===== config.mk =====
export PLATFORM = sky130hd
export DESIGN_NAME = lin_hdr_rx
export DESIGN_NICKNAME = d
export VERILOG_FILES = /design/src/rtl/lin_hdr_pkg.sv /design/src/rtl/lin_in_sync.sv /design/src/rtl/lin_brk_det.sv /design/src/rtl/lin_char_rx.sv /design/src/rtl/lin_hdr_ctrl.sv /design/src/rtl/lin_hdr_rx.sv
export SDC_FILE = /design/constraint.sdc
export NUM_CORES = 1
export LEC_CHECK = 0
export CAP_MARGIN = 20
export CORE_UTILIZATION = 62
export CTS_CLUSTER_DIAMETER = 30
export DETAILED_ROUTE_END_ITERATION = 10
export GPL_TIMING_DRIVEN = 0
export PLACE_DENSITY = 0.83
export SLEW_MARGIN = 0
export SYNTH_ARGS = -nofsm -noshare
export SYNTH_HDL_FRONTEND = slang
export SYNTH_SLANG_ARGS = --single-unit

===== constraint.sdc =====
create_clock -name clk -period 2.9 [get_ports clk]
set_clock_uncertainty 0.05 [all_clocks]
set_input_delay 0.58 -clock clk [delete_from_list [all_inputs] [get_ports clk]]
set_output_delay 0.58 -clock clk [all_outputs]
set_load 0.05 [all_outputs]

===== src/rtl/lin_hdr_pkg.sv =====
package lin_hdr_pkg;

    localparam int CHAR_BITS = 8;

    typedef enum logic [1:0] {
        HS_IDLE  = 2'd0,
        HS_DELIM = 2'd1,
        HS_SYNC  = 2'd2,
        HS_IDENT = 2'd3
    } hdr_state_e;

    typedef enum logic [1:0] {
        CR_IDLE  = 2'd0,
        CR_START = 2'd1,
        CR_DATA  = 2'd2,
        CR_STOP  = 2'd3
    } chr_state_e;

    typedef struct packed {
        logic brk;
        logic ident;
        logic sync_err;
        logic par_err;
    } hdr_flags_t;

    typedef struct packed {
        logic                 done;
        logic [CHAR_BITS-1:0] data;
    } chr_out_t;

    function automatic logic majority3(input logic a, input logic b, input logic c);
        return (a & b) | (a & c) | (b & c);
    endfunction

    function automatic logic id_parity_ok(input logic [CHAR_BITS-1:0] id);
        logic p0;
        logic p1;
        p0 = id[0] ^ id[1] ^ id[2] ^ id[4];
        p1 = ~(id[1] ^ id[3] ^ id[4] ^ id[5]);
        return (id[6] == p0) && (id[7] == p1);
    endfunction

endpackage


===== src/rtl/lin_in_sync.sv =====
module lin_in_sync #(
    parameter int STAGES = 2
) (
    input  logic clk,
    input  logic rst,
    input  logic d,
    output logic q
);
    logic [STAGES-1:0] pipe;

    generate
        if (STAGES == 1) begin : g_single
            always_ff @(posedge clk) begin
                if (rst) pipe <= 1'b1;
                else     pipe <= d;
            end
        end else begin : g_chain
            always_ff @(posedge clk) begin
                if (rst) pipe <= '1;
                else     pipe <= {pipe[STAGES-2:0], d};
            end
        end
    endgenerate

    assign q = pipe[STAGES-1];
endmodule


===== src/rtl/lin_brk_det.sv =====
module lin_brk_det #(
    parameter int OVS      = 16,
    parameter int BRK_BITS = 11
) (
    input  logic clk,
    input  logic rst,
    input  logic tick,
    input  logic rx,
    output logic hit
);
    localparam int LIM = BRK_BITS * OVS;
    localparam int CW  = $clog2(LIM + 1);
    localparam logic [CW-1:0] LIM_V  = CW'(LIM);
    localparam logic [CW-1:0] LIM_M1 = CW'(LIM - 1);

    logic [CW-1:0] low_cnt;

    always_ff @(posedge clk) begin
        if (rst) begin
            low_cnt <= '0;
            hit     <= 1'b0;
        end else begin
            hit <= 1'b0;
            if (tick) begin
                if (rx) begin
                    low_cnt <= '0;
                end else if (low_cnt == LIM_M1) begin
                    low_cnt <= LIM_V;
                    hit     <= 1'b1;
                end else if (low_cnt < LIM_V) begin
                    low_cnt <= low_cnt + 1'b1;
                end
            end
        end
    end
endmodule


===== src/rtl/lin_char_rx.sv =====
module lin_char_rx
    import lin_hdr_pkg::*;
#(
    parameter int OVS = 16
) (
    input  logic     clk,
    input  logic     rst,
    input  logic     en,
    input  logic     tick,
    input  logic     rx,
    output chr_out_t chr
);
    localparam int TW  = $clog2(OVS);
    localparam int BW  = $clog2(CHAR_BITS);
    localparam logic [TW-1:0] MID   = TW'(OVS / 2);
    localparam logic [TW-1:0] V_LO  = TW'(OVS / 2 - 1);
    localparam logic [TW-1:0] V_HI  = TW'(OVS / 2 + 1);
    localparam logic [TW-1:0] LAST  = TW'(OVS - 1);
    localparam logic [BW-1:0] BLAST = BW'(CHAR_BITS - 1);

    chr_state_e           st;
    logic [TW-1:0]        tcnt;
    logic [BW-1:0]        bidx;
    logic                 vote_a;
    logic                 vote_b;
    logic [CHAR_BITS-1:0] shreg;
    logic                 bit_val;

    assign bit_val = majority3(vote_a, vote_b, rx);

    always_ff @(posedge clk) begin
        if (rst || !en) begin
            st       <= CR_IDLE;
            tcnt     <= '0;
            bidx     <= '0;
            vote_a   <= 1'b1;
            vote_b   <= 1'b1;
            shreg    <= '0;
            chr.done <= 1'b0;
            if (rst) chr.data <= '0;
        end else begin
            chr.done <= 1'b0;
            if (tick) begin
                if (st == CR_IDLE) begin
                    if (!rx) begin
                        st   <= CR_START;
                        tcnt <= TW'(1);
                    end
                end else begin
                    tcnt <= tcnt + 1'b1;
                    if (tcnt == V_LO) vote_a <= rx;
                    if (tcnt == MID)  vote_b <= rx;
                    case (st)
                        CR_START: begin
                            if (tcnt == V_HI && bit_val) st <= CR_IDLE;
                            else if (tcnt == LAST) begin
                                st   <= CR_DATA;
                                bidx <= '0;
                            end
                        end
                        CR_DATA: begin
                            if (tcnt == V_HI) shreg <= {bit_val, shreg[CHAR_BITS-1:1]};
                            if (tcnt == LAST) begin
                                if (bidx == BLAST) st <= CR_STOP;
                                else               bidx <= bidx + 1'b1;
                            end
                        end
                        CR_STOP: begin
                            if (tcnt == V_HI) begin
                                chr.done <= 1'b1;
                                chr.data <= shreg;
                                st       <= CR_IDLE;
                            end
                        end
                        default: st <= CR_IDLE;
                    endcase
                end
            end
        end
    end
endmodule


===== src/rtl/lin_hdr_ctrl.sv =====
module lin_hdr_ctrl
    import lin_hdr_pkg::*;
#(
    parameter logic [CHAR_BITS-1:0] SYNC_VAL = 8'h55
) (
    input  logic                 clk,
    input  logic                 rst,
    input  logic                 tick,
    input  logic                 rx,
    input  logic                 brk_hit,
    input  chr_out_t             chr,
    input  logic                 par_en,
    input  logic                 clr,
    output hdr_state_e           state,
    output logic                 rx_en,
    output hdr_flags_t           flags,
    output logic [CHAR_BITS-1:0] id_q
);
    hdr_flags_t flg_set;
    hdr_state_e state_n;

    always_comb begin
        flg_set = '0;
        state_n = state;
        case (state)
            HS_DELIM: if (tick && rx) state_n = HS_SYNC;
            HS_SYNC: begin
                if (chr.done) begin
                    if (chr.data == SYNC_VAL) state_n = HS_IDENT;
                    else begin
                        flg_set.sync_err = 1'b1;
                        state_n          = HS_IDLE;
                    end
                end
            end
            HS_IDENT: begin
                if (chr.done) begin
                    flg_set.ident   = 1'b1;
                    flg_set.par_err = par_en && !id_parity_ok(chr.data);
                    state_n         = HS_IDLE;
                end
            end
            default: state_n = state;
        endcase
        if (brk_hit) begin
            flg_set.brk = 1'b1;
            state_n     = HS_DELIM;
        end
    end

    assign rx_en = (state == HS_SYNC) || (state == HS_IDENT);

    always_ff @(posedge clk) begin
        if (rst) begin
            state <= HS_IDLE;
            flags <= '0;
            id_q  <= '0;
        end else begin
            state <= state_n;
            flags <= hdr_flags_t'((clr ? '0 : flags) | flg_set);
            if (state == HS_IDENT && chr.done && !brk_hit) id_q <= chr.data;
        end
    end
endmodule


===== src/rtl/lin_hdr_rx.sv =====
module lin_hdr_rx
    import lin_hdr_pkg::*;
#(
    parameter int                   OVS         = 16,
    parameter int                   BRK_BITS    = 11,
    parameter int                   SYNC_STAGES = 2,
    parameter logic [CHAR_BITS-1:0] SYNC_VAL    = 8'h55
) (
    input  logic                 clk,
    input  logic                 rst,
    input  logic                 os_tick,
    input  logic                 rxd,
    input  logic                 parity_chk_en,
    input  logic                 clr_status,
    output logic                 brk_flag,
    output logic                 id_flag,
    output logic                 synch_err,
    output logic                 parity_err,
    output logic [CHAR_BITS-1:0] id_value
);
    logic       rx_s;
    logic       brk_hit;
    logic       rx_en;
    chr_out_t   chr;
    hdr_state_e hdr_state;
    hdr_flags_t flags;

    lin_in_sync #(.STAGES(SYNC_STAGES)) sync_i (
        .clk(clk), .rst(rst), .d(rxd), .q(rx_s)
    );

    lin_brk_det #(.OVS(OVS), .BRK_BITS(BRK_BITS)) brk_i (
        .clk(clk), .rst(rst), .tick(os_tick), .rx(rx_s), .hit(brk_hit)
    );

    lin_char_rx #(.OVS(OVS)) chr_i (
        .clk(clk), .rst(rst), .en(rx_en), .tick(os_tick), .rx(rx_s), .chr(chr)
    );

    lin_hdr_ctrl #(.SYNC_VAL(SYNC_VAL)) ctrl_i (
        .clk(clk), .rst(rst), .tick(os_tick), .rx(rx_s), .brk_hit(brk_hit),
        .chr(chr), .par_en(parity_chk_en), .clr(clr_status),
        .state(hdr_state), .rx_en(rx_en), .flags(flags), .id_q(id_value)
    );

    assign brk_flag   = flags.brk;
    assign id_flag    = flags.ident;
    assign synch_err  = flags.sync_err;
    assign parity_err = flags.par_err;
endmodule


After elaboration in Yosys (flattened, before gate mapping)
Cells that the tools add are included.
Cells by class
  reductions and logical operators: 32
  order comparisons: 1
  multiplexer cells: 40
  $add $sub $neg: 3
  bitwise operators: 16
  equality and inequality tests: 32
Operators with widths (number)
  8-bit 2-to-1 mux: 8
  2-bit 2-to-1 mux: 11
  4-bit == test (second input constant): 3
  3-bit 2-to-1 mux: 4
  4-bit 2-to-1 mux: 3
  2-bit inequality test (second input constant): 6
  2-bit case mux with 3 select lines: 2
  4-bit AND reduction: 3
  1-bit 2-to-1 mux: 10
  9-bit 2-to-1 mux: 1
  3-bit by 1-bit inequality test with 1-bit output (second input constant): 3
  8-bit by 1-bit adder with 8-bit output (second input constant): 1
  2-bit == test (second input constant): 4
  8-bit by 7-bit == test with 1-bit output (second input constant): 1
  8-bit == test (second input constant): 1
  8-bit < comparator (second input constant): 1
  2-bit by 1-bit inequality test with 1-bit output (second input constant): 4
  2-bit nonzero test: 4
  7-bit AND reduction: 1
  1-bit logical AND: 6
  3-bit inequality test (second input constant): 2
  3-bit case mux with 2 select lines: 1
  3-bit AND reduction: 2
  6-bit AND reduction: 1
  other kinds (23): 41
Word-level totals
  bits of input ports: 6
  register bits after elaboration: 53
  output and inout bits: 12
  word-level logic and storage cells: 142

Logic depth before layout (Yosys ltp)
Gate-level depths: netlist (run 1).
  depth after elaboration: 11
  depth in mapped cells: 7
  depth with buffers taken out: 6

By module
From an unflattened synthesis (run 1), not the netlist that was laid out.
Unflattened totals
  cells, all modules: 268
  area total of the unflattened synthesis: 2612.5 um2
Modules (own cells, without submodules)
  lin_char_rx: instances 1, cells each 130, area an instance 1340.0 um2
  lin_hdr_ctrl: instances 1, cells each 76, area an instance 718.2 um2
  lin_brk_det: instances 1, cells each 58, area an instance 501.7 um2
  lin_in_sync: instances 1, cells each 4, area an instance 52.6 um2

Least setup slack after synthesis (run 1)
Ideal clock, no wire load.
  path type: register to register
  from: reg chr_i.st[0]
  to: reg, netlist name chr_i.chr[0]
  path slack: 1154 ps
  stages on the path, launching flop included: 6
  library setup time: 312 ps
  required time: 2538 ps
  arrival: 1384 ps
  cells stage by stage: dfxtp_1 > inv_1 > ha_1 > nand2b_1 > nor2_2 > a31o_2
Between the ends
  word-level cells in the longest chain between the ends: 3
  elaborated cells on any way between the ends: 5
  those cells by class: 2 x eq/ne; 3 x reduce/logical
RTL lines
  from (decl): line lin_char_rx.sv:21  | chr_state_e st;
  from (signal assigned): line lin_char_rx.sv:33  | st <= CR_IDLE;
  from (signal assigned): line lin_char_rx.sv:46  | st <= CR_START;
  from (signal assigned): line lin_char_rx.sv:55  | if (tcnt == V_HI && bit_val) st <= CR_IDLE;
  2-bit zero test / 2-bit == test (equally long branches): line lin_char_rx.sv:44, lin_char_rx.sv:53
  2-bit by 1-bit inequality test with 1-bit output (no line) / 2-bit nonzero test (equally long branches)
  5-bit AND reduction (no line) (*)
Every way passes the cells marked *; elsewhere a longest branch is shown, timed or not.
A chain may end at the register's enable or synchronous reset.

Final worst setup path (run 1)
  from: in os_tick
  to: reg, netlist name chr_i.chr[0]
Between the ends
  word-level cells in the longest chain between the ends: 2
RTL lines
  from (decl): line lin_hdr_rx.sv:11  | input logic os_tick,
  2-bit nonzero test (no line)
  5-bit AND reduction (no line)
Every way passes these cells.

==> results of run 1 <==
==> worst max path at each step <==
| stage | cells past startpoint | to | slack [ns] | start |
|---|---|---|---|---|
| 4_1_cts | 5 | chr_i.chr[1]$_SDFFCE_PP0P_ | 0.73 | os_tick |
| 3_5_place_dp | 5 | chr_i.chr[5]$_SDFFCE_PP0P_ | 0.41 | os_tick |
| 2_1_floorplan | 5 | chr_i.chr[0]$_SDFFCE_PP0P_ | 1.15 | chr_i.st[0]$_SDFFE_PP0P_ |
| 6_report | 5 | chr_i.chr[0]$_SDFFCE_PP0P_ | 0.71 | os_tick |
| 5_1_grt | 5 | chr_i.chr[2]$_SDFFCE_PP0P_ | 0.59 | os_tick |
| 3_3_place_gp | 5 | chr_i.chr[4]$_SDFFCE_PP0P_ | 0.38 | os_tick |
==> cell usage after synthesis, types with 3 or more instances <==
cell type,number
dfxtp_1,45
nand2_1,37
a21oi_1,28
nor2_1,18
nand3_1,14
and3_1,13
ha_1,11
inv_1,10
edfxtp_1,8
clkbuf_1,7
nand2b_1,7
buf_2,6
mux2i_1,6
nor3_1,5
o21ai_0,5
a31oi_1,4
xnor2_1,4
a22oi_1,3
nor2b_1,3
or2_2,3
xor2_1,3
==> worst reg2reg max path: cells and delay by family (launching register included) <==
kind,cells,cell delay (ns)
AND/OR/NAND/NOR,2,0.58
flip-flops,1,0.39
buffers and inverters,1,0.10
adder cells (fa/ha/maj),1,0.28
AO/OA/AOI/OAI,1,0.32
==> registers in the layout, summed over array words and instances, names as in the netlist, 3 cells and up <==
register,count
chr_i.chr,9
brk_i.low_cnt,8
chr_i.shreg,8
ctrl_i.id_q,8
chr_i.tcnt,4
ctrl_i.flags,4
chr_i.bidx,3
==> report_power, final <==
part	internal, W	switching (W)	total [W]
sequential	0.000752	0.00000674	0.000758
clock	0.000172	0.000237	0.000408
combinational	0.0000225	0.0000266	0.0000491
total	0.000946	0.000270	0.00122
==> layout make-up <==
class	count	share of cell area
inverter	10	0.0131
timing repair buffer	16	0.0558
clock inverter	3	0.00741
clock buffer	5	0.0240
multi-input combinational	206	0.455
buffer	14	0.0266
tap	48	0.0209
sequential	53	0.398
==> kinds of logic (layout without fill, tap and decap cells) <==
family                   Yosys count  after routing
AND/OR/NAND/NOR                  119            119
flip-flops                        53             53
multiplexers                       6              6
adder cells (fa/ha/maj)           12             12
buffers and inverters             24             48
AO/OA/AOI/OAI                     62             62
XOR/XNOR                           7              7
==> stage by stage <==
step	hold slack, ns	worst slack, ns	util
floorplan	0.339	1.15	-
global route	0.404	0.590	0.756
CTS	0.366	0.726	0.756
detailed placement	0.343	0.406	0.732
global placement	0.345	0.378	0.732
finish	0.365	0.713	0.756
==> layer usage <==
metal  up-vias  wire (um)  global-route usage
met5         -          0                   0
met4         0         26               0.101
met3         2        126              0.0638
met2        35       2420               0.409
met1       990       2240               0.295
li1       1057          -                   -
==> summary.txt, run 1 <==
Status
  – Outcome: completed

Cells and area
  – Final non-filler cell total: 355
  – Commonest non-fill, non-tap cells in the layout: dfxtp_1 (45), nand2_1 (37), a21oi_1 (28)
  – Synth-to-Final Area Change: 12.1%
  – Final #Nets: 323
  – Final Instance Area: 2870 sq um
  – # diodes: 0
  – Share of cells above drive strength 1: 0.0945
  – Commonest non-fill, non-tap cell in the layout: dfxtp_1
  – Reg area: 1140 sq um
  – # fillers: 305
  – Multi-input logic area: 1310 sq um

Route
  – DR vias: 2084
  – Post-route DRC: 0
  – Vias/cell: 5.87
  – Initial DRT Pass Iterations: 4
  – Per-cell routed wire length: 13.6 um
  – Final ANT Viol Nets: 0
  – DRT Wirelength: 4.82 mm
  – 1st-iter DRT viols: 216

Floorplanning
  – Num rows: 22
  – Die Y-Extent: 66.3 um
  – I/O pins: 18
  – Die Width: 66.3 um
  – Total core area: 3800 sq um
  – Starting Density: 0.674
  – Die area: 4390 sq um

Setup path
  – Crit path kind: in -> reg
  – Crit path launch type: input port
  – Critical-path cell list: clkdlybuf4s50_1, buf_2, nand2b_1, nor2_2, a31o_2
  – Crit path arrival time: 2.14 ns
  – Buffer and inverter count on the worst path: 2
  – Crit path capture type: register
  – Worst reg2reg setup slack: 0.89 ns
  – FF-to-FF End: chr_i.chr[0]$_SDFFCE_PP0P_
  – Largest stage delay, worst path: 0.52 ns
  – FF-to-FF Start: chr_i.st[0]$_SDFFE_PP0P_
  – Cell family with most CP delay: buffers and inverters
  – Reg2Reg Depth: 5
  – Slowest CP cell: clkdlybuf4s50_1
  – CP Data Required Time: 2.85 ns
  – Max FO, Critical Path: 10

GRT
  – GRT Total Usage: 0.245
  – Vias in the first global route: 1885
  – Largest net degree at the start of global routing: 18
  – Total gr overflow: 0
  – Antenna violations before repair: 0
  – First-pass GRT wire length: 8.13 mm

Placed design
  – Port bufs: 16
  – Final GP Congestion: 0.832
  – DP Cell Count: 347
  – Area after DPL: 2780 sq um
  – Final HPWL DP: 3.55 mm

STA
  – FMAX: 457 MHz
  – Sum Neg Setup Slack: 0 ns
  – Slew Viols, Final: 0
  – Final Cycle Share: 0.754
  – Worst-margin pin slew: 0.509 ns
  – Final setup fails: 0
  – Final Critical Period: 2.19 ns
  – RSZ-0062 raised after global routing: false
  – Worst relative slew slack: 0.660
  – Final-report hold violation count: 0

CTS
  – Post_cts resized: 0
  – Inserted Clock Buffers: 5
  – H-tree depth: 2
  – Hold Buf Count CTS: 0
  – CTS clk-pin slew, worst paths: 0.09 ns
  – Clock tree root buffer cell: clkbuf_8
  – Max Buffers Root-to-Sink: 2
  – Post-CTS Setup Bufs: 0
  – CTS tree: yes
  – Clk sinks: 53
  – Clk Latency, worst-skew pair: 0.30 ns

Synthesis
  – YS warnings: 0
  – Post-synth EDFFs: 8
  – Compound-Gate Fraction of Synth Area: 0.160
  – Biggest area consumer among synthesized cells: dfxtp_1
  – Adder-Cell Fraction of Synth Area: 0.0577
  – Ranking of synthesized cells by area: dfxtp_1 (35%), edfxtp_1 (9.4%), a21oi_1 (5.5%)
  – Post-synthesis sequential area ratio: 0.446
  – Post-synthesis mux area share: 0.0235
  – Asr flop ratio synth: 0
  – Synthesized area: 2560 sq um
  – Synth Flop Type: dfxtp_1
  – Cells after Synth: 283
  – Simple-Gate Fraction of Synth Area: 0.245
  – Avg Synthesized Cell Area: 9.05 sq um
  – Area fraction of the dominant cell type after synthesis: 0.352
  – Largest family of logic cells by synthesized area: simple AND/OR/NAND/NOR gates
  – Distinct cells, synth: 56
  – Synth Area in XOR/XNOR: 0.0239
  – Post-synthesis net count: 300
  – Flops & latches, synth: 53

Hold path
  – Hold endpoint: sync_i.pipe[1]$_SDFF_PP1_
  – Worst Hold Depth: 1
  – Hold/Removal Path Class: reg -> reg
  – Critical hold path startpoint: sync_i.pipe[0]$_SDFF_PP1_

Power
  – Total power: 0.00122 W
  – PD cells: 424 nW/um^2
  – VDD IR-drop max: 286 uV
  – Pleak: 1.07 nW

Run
  – Max Cap Viol: 0
No activity file was read; power rests on OpenSTA's default activity.
==> inputs of run 2 (changes only) <==
--- a/config.mk
+++ b/config.mk
@@ -6,11 +6,11 @@
 export NUM_CORES = 1
 export LEC_CHECK = 0
 export CAP_MARGIN = 20
-export CORE_UTILIZATION = 62
+export CORE_UTILIZATION = 58
 export CTS_CLUSTER_DIAMETER = 30
 export DETAILED_ROUTE_END_ITERATION = 10
 export GPL_TIMING_DRIVEN = 0
-export PLACE_DENSITY = 0.83
+export PLACE_DENSITY = 0.79
 export SLEW_MARGIN = 0
 export SYNTH_ARGS = -nofsm -noshare
 export SYNTH_HDL_FRONTEND = slang
==> constraint.sdc (replaced) <==
create_clock -name clk -period 2.05 [get_ports clk]
set_clock_uncertainty 0.05 [all_clocks]
set_input_delay 0.41 -clock clk [delete_from_list [all_inputs] [get_ports clk]]
set_output_delay 0.41 -clock clk [all_outputs]
set_load 0.05 [all_outputs]
==> run 2 against run 1 <==
Net effect: sequential power is 41% higher; via count is 2.4% lower; flip-flop and latch count stayed put; core utilization is 5.5 points lower; total power is 43% higher.
==> summary.txt, run 2 (same netlist as run 1, synthesis figures left out) <==
Status
  – Outcome: completed

Setup path
  – FF-to-FF Start: chr_i.st[1]$_SDFFE_PP0P_
  – CP startpoint: os_tick
  – Max FO, Critical Path: 10
  – Crit path launch type: input port
  – Crit path arrival time: 1.90 ns
  – Crit path kind: in -> reg
  – Crit path capture type: register
  – Reg2Reg Depth: 5
  – CP Data Required Time: 2.01 ns

CTS
  – CTS clk-pin slew, worst paths: 0.10 ns
  – Clk sinks: 53
  – H-tree depth: 2
  – Max Buffers Root-to-Sink: 2
  – Inserted Clock Buffers: 5
  – Clk Latency, worst-skew pair: 0.30 ns
  – Post-CTS Setup Bufs: 0
  – Clock tree root buffer cell: clkbuf_8
  – CTS tree: yes

Placed design
  – Area after DPL: 2780 sq um
  – Final HPWL DP: 3.42 mm
  – Final GP Congestion: 0.827
  – Port bufs: 16

Floorplanning
  – Die Width: 68.4 um
  – Total core area: 4120 sq um
  – Num rows: 23
  – Die Y-Extent: 68.4 um
  – Die area: 4680 sq um
  – Starting Density: 0.622
  – I/O pins: 18

Power
  – VDD IR-drop max: 377 uV
  – PD cells: 602 nW/um^2
  – Total power: 0.00173 W
  – Pleak: 1.07 nW

Route
  – DRT Wirelength: 4.73 mm
  – 1st-iter DRT viols: 177
  – Post-route DRC: 0
  – Final ANT Viol Nets: 0
  – Per-cell routed wire length: 13.2 um
  – DR vias: 2034
  – Initial DRT Pass Iterations: 4
  – Vias/cell: 5.70

Cells and area
  – Share of cells above drive strength 1: 0.0945
  – Largest register by flop count: chr_i.chr
  – Final Instance Area: 2880 sq um
  – Final #Nets: 323
  – Commonest non-fill, non-tap cell in the layout: dfxtp_1
  – Synth-to-Final Area Change: 12.6%
  – Commonest non-fill, non-tap cells in the layout: dfxtp_1 (45), nand2_1 (37), a21oi_1 (28)
  – Core Util, Final: 0.701
  – # diodes: 0
  – Max reg flops: 9

STA
  – Final-report hold violation count: 0
  – Final Cycle Share: 0.948
  – FMAX: 515 MHz
  – Worst-margin pin slew: 0.509 ns
  – Worst relative slew slack: 0.661
  – Final setup fails: 0
  – Final hold slack: 0.364 ns
  – Sum Neg Setup Slack: 0 ns
  – RSZ-0062 raised after global routing: false
  – Slew Viols, Final: 0
  – Final Critical Period: 1.94 ns

Hold path
  – Critical hold path startpoint: sync_i.pipe[0]$_SDFF_PP1_
  – Worst Hold Depth: 1
  – Hold/Removal Path Class: reg -> reg

Run
  – Max Cap Viol: 0

GRT
  – GRT Total Usage: 0.215
  – First-pass GRT wire length: 7.53 mm
  – Vias in the first global route: 1770
  – Total gr overflow: 0
  – Largest net degree at the start of global routing: 19
  – Antenna violations before repair: 0
-- run 2: cell count changes in the layout (fill, tap and decap cells not counted) --
cell        delta
clkinv_4       +2
nor2_2         -1
clkinvlp_4     -1
clkinv_2       -1
nor2_4         +1
-- run 2: final timing paths --
kind | end | slack [ns]
max reg2reg | chr_i.chr[2]$_SDFFCE_PP0P_ | 0.14
max | chr_i.chr[2]$_SDFFCE_PP0P_ | 0.11
min | sync_i.pipe[1]$_SDFF_PP1_ | 0.36
min reg2reg | sync_i.pipe[1]$_SDFF_PP1_ | 0.36
-- run 2: final cells by class --
class | instances | area (sq um)
Fill cell | 333 | 1230
Sequential cell | 53 | 1140
Tap cell | 50 | 62.6
Buffer | 14 | 76.3
Clock inverter | 3 | 26.3
Inverter | 10 | 37.5
Clock buffer | 5 | 68.8
Multi-Input combinational cell | 206 | 1310
Timing Repair Buffer | 16 | 160
-- run 2: power by group --
group          switching (W)  internal, W
sequential        0.00000887      0.00106
combinational      0.0000381    0.0000318
clock               0.000343     0.000249
-- run 2: per-layer routing --
layer	global-route usage	share of wire	vias up
met4	0.0677	0.011	0
met2	0.370	0.48	43
met1	0.264	0.47	928
met3	0.0467	0.038	8
met5	0	0	-
li1	-	-	1055
-- run 2: metrics by stage --
step           instances  setup WS [ns]
2_1_floorplan        283          0.304
3_3_place_gp         349         -0.303
3_5_place_dp         349         -0.295
4_1_cts              357         0.0336
5_1_grt              357         0.0109
6_report             357          0.108
-- run 2: worst max-delay path, stage by stage --
cell,delay [ns]
clkdlybuf4s50_1,0.52
buf_2,0.23
nand2b_1,0.20
nor2_4,0.24
a31o_2,0.30
-- run 2: timing repair --
item | 4_1_cts | 5_1_grt
setup endpoints to repair | 0 | 8
hold buffers | 0 | 0
hold endpoints to repair | 0 | 0
gates resized for setup | 0 | 1
==> inputs of run 3 (changes only) <==
--- a/config.mk
+++ b/config.mk
@@ -6,11 +6,11 @@
 export NUM_CORES = 1
 export LEC_CHECK = 0
 export CAP_MARGIN = 20
-export CORE_UTILIZATION = 58
+export CORE_UTILIZATION = 62
 export CTS_CLUSTER_DIAMETER = 30
 export DETAILED_ROUTE_END_ITERATION = 10
 export GPL_TIMING_DRIVEN = 0
-export PLACE_DENSITY = 0.79
+export PLACE_DENSITY = 0.83
 export SLEW_MARGIN = 0
 export SYNTH_ARGS = -nofsm -noshare
 export SYNTH_HDL_FRONTEND = slang
==> constraint.sdc (replaced) <==
create_clock -name clk -period 2.4 [get_ports clk]
set_clock_uncertainty 0.05 [all_clocks]
set_input_delay 0.48 -clock clk [delete_from_list [all_inputs] [get_ports clk]]
set_output_delay 0.48 -clock clk [all_outputs]
set_load 0.05 [all_outputs]
==> results of run 3 <==
The final DEF is identical to that of run 1. Status: completed.
Among the figures that moved: setup slack after placement 0.406 ns -> 0.00609 ns; setup slack after layout 0.713 ns -> 0.313 ns; register-to-register setup slack 0.89 ns -> 0.39 ns; total power 0.00122 W -> 0.00147 W; worst IR drop on VDD 286 uV -> 346 uV
